`config.mk`:
```
export PLATFORM = sky130hd
export DESIGN_NAME = acc_word_sel
export DESIGN_NICKNAME = d
export VERILOG_FILES = /design/src/rtl/acc_sel_pkg.sv /design/src/rtl/acc_sel_clamp.sv /design/src/rtl/acc_sel_align.sv /design/src/rtl/acc_sel_round.sv /design/src/rtl/acc_word_sel.sv
export SDC_FILE = /design/constraint.sdc
export NUM_CORES = 1
export LEC_CHECK = 0
export ABC_CLOCK_PERIOD_IN_PS = 1000
export BUFFER_PORTS_ARGS = -buffer_cell sky130_fd_sc_hd__buf_2
export CORE_UTILIZATION = 35
export DETAILED_ROUTE_END_ITERATION = 16
export GPL_ROUTABILITY_DRIVEN = 0
export RECOVER_POWER = 50
export SLEW_MARGIN = 20
export SYNTH_ARGS = -nofsm -noshare
export SYNTH_HDL_FRONTEND = slang
export SYNTH_SLANG_ARGS = --single-unit
```
`constraint.sdc`:
```
create_clock -name clk_i -period 1 [get_ports clk_i]
set_input_delay 0.1 -clock clk_i [delete_from_list [all_inputs] [get_ports clk_i]]
set_output_delay 0.1 -clock clk_i [all_outputs]
set_load 0.1 [all_outputs]
```
`src/rtl/acc_sel_pkg.sv`:
```
package acc_sel_pkg;
  localparam int unsigned ACC_W_DEF = 38;
  localparam int unsigned OUT_W_DEF = 16;
  localparam int unsigned SEL_W_DEF = 5;

  typedef enum logic [1:0] {
    SAT_NONE = 2'd0,
    SAT_POS  = 2'd1,
    SAT_NEG  = 2'd2
  } sat_kind_e;
endpackage

```
`src/rtl/acc_sel_clamp.sv`:
```
module acc_sel_clamp #(
  parameter int unsigned SEL_W     = 5,
  parameter int unsigned MAX_SHIFT = 22
) (
  input  logic [SEL_W-1:0] sel_i,
  output logic [SEL_W-1:0] shift_o
);
  localparam logic [SEL_W-1:0] MAX_SEL = SEL_W'(MAX_SHIFT);

  always_comb begin
    if (sel_i > MAX_SEL) shift_o = MAX_SEL;
    else                 shift_o = sel_i;
  end
endmodule

```
`src/rtl/acc_sel_align.sv`:
```
module acc_sel_align #(
  parameter int unsigned ACC_W = 38,
  parameter int unsigned OUT_W = 16,
  parameter int unsigned SEL_W = 5
) (
  input  logic [ACC_W-1:0] acc_i,
  input  logic [SEL_W-1:0] shift_i,
  output logic [OUT_W-1:0] win_o,
  output logic             guard_o,
  output logic             sticky_o,
  output logic             range_bad_o
);
  localparam int unsigned LOW_W = ACC_W - OUT_W;
  localparam int unsigned AMT_W = $clog2(ACC_W) + 1;

  logic [ACC_W-1:0]        shl;
  logic signed [ACC_W-1:0] sar;
  logic [AMT_W-1:0]        amt;

  // left-align window so rounding/guard positions are fixed
  assign shl      = acc_i << shift_i;
  assign win_o    = shl[ACC_W-1 -: OUT_W];
  assign guard_o  = shl[LOW_W-1];
  assign sticky_o = |shl[LOW_W-2:0];

  // discarded MSBs plus window sign must all match
  assign amt         = AMT_W'(ACC_W - 1) - AMT_W'(shift_i);
  assign sar         = $signed(acc_i) >>> amt;
  assign range_bad_o = !((&sar) || (~|sar));
endmodule

```
`src/rtl/acc_sel_round.sv`:
```
module acc_sel_round
  import acc_sel_pkg::*;
#(
  parameter int unsigned OUT_W = 16
) (
  input  logic [OUT_W-1:0] win_i,
  input  logic             guard_i,
  input  logic             sticky_i,
  input  logic             range_bad_i,
  input  logic             sign_i,
  output logic [OUT_W-1:0] word_o,
  output logic             ovf_o,
  output sat_kind_e        sat_o
);
  localparam logic [OUT_W-1:0] POS_MAX = {1'b0, {(OUT_W-1){1'b1}}};
  localparam logic [OUT_W-1:0] NEG_MIN = {1'b1, {(OUT_W-1){1'b0}}};

  logic up;
  assign up = guard_i & (sticky_i | win_i[0]);

  always_comb begin
    sat_o = SAT_NONE;
    if (range_bad_i)               sat_o = sign_i ? SAT_NEG : SAT_POS;
    else if (up && win_i == POS_MAX) sat_o = SAT_POS;
  end

  always_comb begin
    unique case (sat_o)
      SAT_POS: word_o = POS_MAX;
      SAT_NEG: word_o = NEG_MIN;
      default: word_o = win_i + OUT_W'(up);
    endcase
    ovf_o = (sat_o != SAT_NONE);
  end
endmodule

```
`src/rtl/acc_word_sel.sv`:
```
module acc_word_sel
  import acc_sel_pkg::*;
#(
  parameter int unsigned ACC_W = ACC_W_DEF,
  parameter int unsigned OUT_W = OUT_W_DEF,
  parameter int unsigned SEL_W = SEL_W_DEF
) (
  input  logic             clk_i,
  input  logic             rst_ni,
  input  logic [ACC_W-1:0] acc_i,
  input  logic             acc_vld_i,
  input  logic [SEL_W-1:0] sel_i,
  input  logic             ovf_clr_i,
  output logic [OUT_W-1:0] word_o,
  output logic             word_vld_o,
  output logic             ovf_o
);
  localparam int unsigned MAX_SHIFT = ACC_W - OUT_W;
  localparam logic [OUT_W-1:0] POS_MAX = {1'b0, {(OUT_W-1){1'b1}}};
  localparam logic [OUT_W-1:0] NEG_MIN = {1'b1, {(OUT_W-1){1'b0}}};

  logic [SEL_W-1:0] shift;
  logic [OUT_W-1:0] win, rnd_word;
  logic             guard, sticky, range_bad, rnd_ovf;
  sat_kind_e        sat;

  logic [OUT_W-1:0] word_q;
  logic             vld_q, ovf_q;

  acc_sel_clamp #(.SEL_W(SEL_W), .MAX_SHIFT(MAX_SHIFT)) u_clamp (
    .sel_i   (sel_i),
    .shift_o (shift)
  );

  acc_sel_align #(.ACC_W(ACC_W), .OUT_W(OUT_W), .SEL_W(SEL_W)) u_align (
    .acc_i       (acc_i),
    .shift_i     (shift),
    .win_o       (win),
    .guard_o     (guard),
    .sticky_o    (sticky),
    .range_bad_o (range_bad)
  );

  acc_sel_round #(.OUT_W(OUT_W)) u_round (
    .win_i       (win),
    .guard_i     (guard),
    .sticky_i    (sticky),
    .range_bad_i (range_bad),
    .sign_i      (acc_i[ACC_W-1]),
    .word_o      (rnd_word),
    .ovf_o       (rnd_ovf),
    .sat_o       (sat)
  );

  always_ff @(posedge clk_i or negedge rst_ni) begin
    if (!rst_ni) begin
      word_q <= '0;
      vld_q  <= 1'b0;
      ovf_q  <= 1'b0;
    end else begin
      vld_q <= acc_vld_i;
      if (acc_vld_i) word_q <= rnd_word;
      // new overflow beats a simultaneous clear
      if (acc_vld_i && rnd_ovf) ovf_q <= 1'b1;
      else if (ovf_clr_i)       ovf_q <= 1'b0;
    end
  end

  assign word_o     = word_q;
  assign word_vld_o = vld_q;
  assign ovf_o      = ovf_q;

  assert_vld_follow_R8: assert property (@(posedge clk_i) disable iff (!rst_ni)
    acc_vld_i |=> word_vld_o);
  assert_vld_idle_R8: assert property (@(posedge clk_i) disable iff (!rst_ni)
    !acc_vld_i |=> !word_vld_o);
  assert_word_hold_R9: assert property (@(posedge clk_i) disable iff (!rst_ni)
    !acc_vld_i |=> $stable(word_o));
  assert_sat_flag_R6: assert property (@(posedge clk_i) disable iff (!rst_ni)
    (acc_vld_i && sat != SAT_NONE) |=> (ovf_o && (word_o == POS_MAX || word_o == NEG_MIN)));
  assert_sticky_R7: assert property (@(posedge clk_i) disable iff (!rst_ni)
    (ovf_o && !ovf_clr_i) |=> ovf_o);
  assert_clear_R7: assert property (@(posedge clk_i) disable iff (!rst_ni)
    (ovf_clr_i && !acc_vld_i) |=> !ovf_o);
endmodule

```
==> run summary <==
Leakage dissipation: 4.21 nW. TritonCTS built the clock tree. In the routed layout, each cell is associated on average with a via count of 6.53.

The initial utilization of the core area, before any placement, comes to 35.7%. Root buffer cell: sky130_fd_sc_hd__clkbuf_16. The count of buffers added on input and output ports is 64. The number of endpoints failing setup at the final stage was 17; the die height was 132 µm. In the layout the commonest cells are sky130_fd_sc_hd__buf_4, sky130_fd_sc_hd__nand2_1, sky130_fd_sc_hd__nor2_1, sky130_fd_sc_hd__mux2i_1, sky130_fd_sc_hd__o21ai_0. For this block, the initial DRC count from the detailed router was 1,545. The signal on the critical path passes through buf_8 > buf_6 > a21oi_4 > buf_6 > buf_4 > mux2i_1 > o22ai_1 > o21ba_2 > nand3_1 > a2111o_1 > or4b_4 > a22oi_4 > clkbuf_16 > a311oi_2. For the synthesized instance count, the log shows 831. Setup repair after global routing could not meet its margin everywhere. In the global route stage, overall resource usage came out at 33.8%.

Headroom to the max-slew limit came out at 61.5%. The tools report the required time at the worst-slack endpoint as 1.12 ns. In this run, synthesis inferred 0 flip-flops with an integrated enable. Maximum fanout count along the critical path: 19. The number of H-tree levels is 1. In the final layout, the share of cells above drive strength 1 is 44.2%. The net switching component of the power was 3.72 mW; the setup TNS was -36.54 ns. For the pin with the worst max-slew slack, the measured transition is 0.572 ns. The leftover overflow at the end of global routing was 0; the top-level I/O count was 65.

After synthesis, flip-flops and latches occupy 7.64% of the total area. For the instance area at placement, the log shows 0.00897 mm². After clock tree synthesis, the clock-pin slew on the worst setup and hold paths is 0.05 ns. Measured on the finished design, the core utilization comes to 57.5%.

Max-cap violations in this run came to 0. The top cell type's share of synthesized area is 11.4%, and the die footprint is 0.0174 mm². Averaged over all synthesized cells, the footprint is 7.09 µm². The die is 132 µm wide.

Summed over all nets, the half-perimeter wirelength after detailed placement is 23,600 µm. For the total count of max-transition violations in the final report, the log shows 0. The synthesis warning total was 0.

The cell that appears most often on the critical path is sky130_fd_sc_hd__buf_6. The tools report the number of global-route vias before repair as 8,612. After floorplanning, the core was divided into 47 placement rows. The number of nets in the synthesized netlist is 879.

In the synthesized netlist the async set-or-reset flop fraction comes to 100%. The area of the mapped netlist came out at 0.00589 mm². For this block, the via count after detailed routing is 9,018. The number of antenna diodes in the final layout is 0. The part of the total power dissipated in sequential elements was 11.0%; the clock net sink count was 18.

After synthesis, the cell types taking the most area are sky130_fd_sc_hd__mux2i_1, sky130_fd_sc_hd__dfrtp_1, sky130_fd_sc_hd__nor2_1, sky130_fd_sc_hd__nand2_1, sky130_fd_sc_hd__o21ai_0. The setup slack after layout is -2.20 ns. The worst setup path is of the primary input to flip-flop kind. Summing all non-filler instances in the final layout gives an area of 0.00950 mm². The largest total area in the synthesized netlist belongs to sky130_fd_sc_hd__mux2i_1.

The run finished, with violations left. The most frequently used flop master after synthesis was sky130_fd_sc_hd__dfrtp_1. Data arrives at the worst endpoint at 3.32 ns. In the final routed layout, each cell accounts on average for 22.0 µm. The first-pass GRT wire length is 46,600 µm.

Of the available clock period, the critical path in the final layout requires 320%. The element type at the critical path start was a primary input. The tools report the maximum clock skew at final layout as 0 ns.

The switching portion of total power is 47.3%, and the internal power is 4.16 mW. The area growth from synthesis to layout is 61.3%. Counting along the longest clock path gives a buffer depth of 2. The total count of hold-check failures in the final report is 0, and the core area is 0.0165 mm². Number of buffers and inverters on the critical path: 5. The number of antenna violations at the first check in global routing came out at 0. The number of design rule violations left after detail routing is 0. Cell family with the largest share of critical-path delay: compound AO/OA/AOI/OAI gates.

The final reports fail on negative setup slack. The number of register bits inferred by synthesis came out at 18. The tools report the number of nets in the layout as 1,211. For this run, the top clock speed supported by timing is 313 MHz. The count of nets left with antenna violations once routing finished came out at 0. The tools report the clock share of power as 11.1%. The logs give 0.25 ns for the later-pin clock latency in the skew report and 33 for the pin count of the biggest net entering global routing. The commonest non-fill, non-tap cell in the layout is sky130_fd_sc_hd__buf_4. Of the total power, combinational logic draws 77.9%. Power spread over the standard cell area amounts to 829 mW/mm². Delay of the slowest critical-path stage: 0.56 ns. Summing internal, switching and leakage power gives 7.88 mW. The slowest stage of the critical path belongs to the cell sky130_fd_sc_hd__or4b_4.

Buffers inserted during clock tree synthesis total 3. STA classifies the critical path endpoint as a flip-flop. For this block, the routed nets add up to 30,400 µm of wire. The worst register-to-register path has a setup slack of 0.16 ns. The min-delay analysis places its worst path in the category primary input to flip-flop.

Synthesis instantiated 85 different standard cells from the library. The final critical delay including setup and external delays was 3.20 ns; the first-pass iteration count of the detailed router was 8. Across the VDD grid, the largest voltage drop is 0.000910 V.
## state kept, by name (all words and copies together), names as in the netlist
| signal | count |
|---|---|
| word_o | 16 |
| word_vld_o | 1 |
| ovf_o | 1 |
## cell usage after synthesis, types with 10 or more instances
library cell               number
sky130_fd_sc_hd__nand2_1       76
sky130_fd_sc_hd__nand2b_1      10
sky130_fd_sc_hd__o211ai_1      15
sky130_fd_sc_hd__inv_1         12
sky130_fd_sc_hd__buf_2         28
sky130_fd_sc_hd__nor3_1        18
sky130_fd_sc_hd__a311oi_1      12
sky130_fd_sc_hd__a211oi_1      23
sky130_fd_sc_hd__nand3_1       26
sky130_fd_sc_hd__clkbuf_1      31
sky130_fd_sc_hd__dfrtp_1       18
sky130_fd_sc_hd__o21ai_0       49
sky130_fd_sc_hd__mux2i_1       67
sky130_fd_sc_hd__a311oi_2      10
sky130_fd_sc_hd__nor2_1        78
sky130_fd_sc_hd__a22oi_1       20
sky130_fd_sc_hd__o22ai_1       20
sky130_fd_sc_hd__xnor2_1       11
sky130_fd_sc_hd__mux2_2        15
sky130_fd_sc_hd__a221oi_1      13
sky130_fd_sc_hd__a31oi_1       19
sky130_fd_sc_hd__a21oi_1       45
## power groups by stage
stage          clock (mW)  combinational [mW]  sequential, mW
2_1_floorplan           0                2.48            1.31
3_3_place_gp            0                5.60           0.873
3_5_place_dp            0                5.63           0.877
4_1_cts             0.881                5.81           0.866
5_1_grt             0.892                6.37           0.874
6_report            0.876                6.14           0.867
## area by class of cell
| class | count | area, µm² |
|---|---|---|
| Clock buffer | 4 | 88.8 |
| Tap cell | 220 | 275 |
| Sequential cell | 18 | 450 |
| Timing Repair Buffer | 407 | 3390 |
| Multi-Input combinational cell | 719 | 5240 |
| Inverter | 14 | 52.6 |
| Fill cell | 1479 | 7020 |
## per-layer routing
metal,vias to the layer above,GRT usage [%],share of wire (%)
li1,3932,-,-
met1,4103,42.8,37
met2,759,51.1,42
met3,224,8.69,14
met4,0,21.0,7.1
met5,-,0,0
## per-stage QoR
stage | std cells | hold slack, ns | setup WS, ns
3_5_place_dp | 1363 | 0.0390 | -2.48
6_report | 1382 | 0.0610 | -2.20
4_1_cts | 1380 | 0.0557 | -2.14
3_3_place_gp | 1363 | 0.0373 | -2.44
2_1_floorplan | 831 | -0.196 | -2.16
5_1_grt | 1382 | 0.0698 | -2.30
## logic make-up (layout without fill, tap and decap cells)
logic type / count (synthesis) / in the layout / synth area share [%]
fa+ha+maj: 1 / 1 / 0.212
compound gates: 330 / 330 / 41.9
flops: 18 / 18 / 7.64
mux: 87 / 87 / 15.9
simple gates: 283 / 284 / 23.4
buf+inv: 95 / 425 / 8.37
xor+xnor: 17 / 17 / 2.53
## timing repair
| item | 4_1_cts | 5_1_grt |
|---|---|---|
| resized for setup | 47 | 24 |
| hold endpoints to repair | 18 | 0 |
| gates cloned | 2 | 0 |
| pin swaps | 30 | 22 |
| hold buffers | 1 | 0 |
| endpoints found under the setup margin | 17 | 17 |
| setup buffers | 10 | 2 |
## worst paths after layout
check,from,end,depth (start not counted)
worst min-delay path,ovf_clr_i,ovf_o,2
max in group asynchronous,rst_ni,word_vld_o,2
min in group asynchronous,rst_ni,word_o[11],2
worst max-delay path,sel_i[4],word_o[5],14
worst min register to register,word_o[1],word_o[1],2
worst max register to register,word_o[4],word_o[4],2
Power figures use the tool's default switching activity.
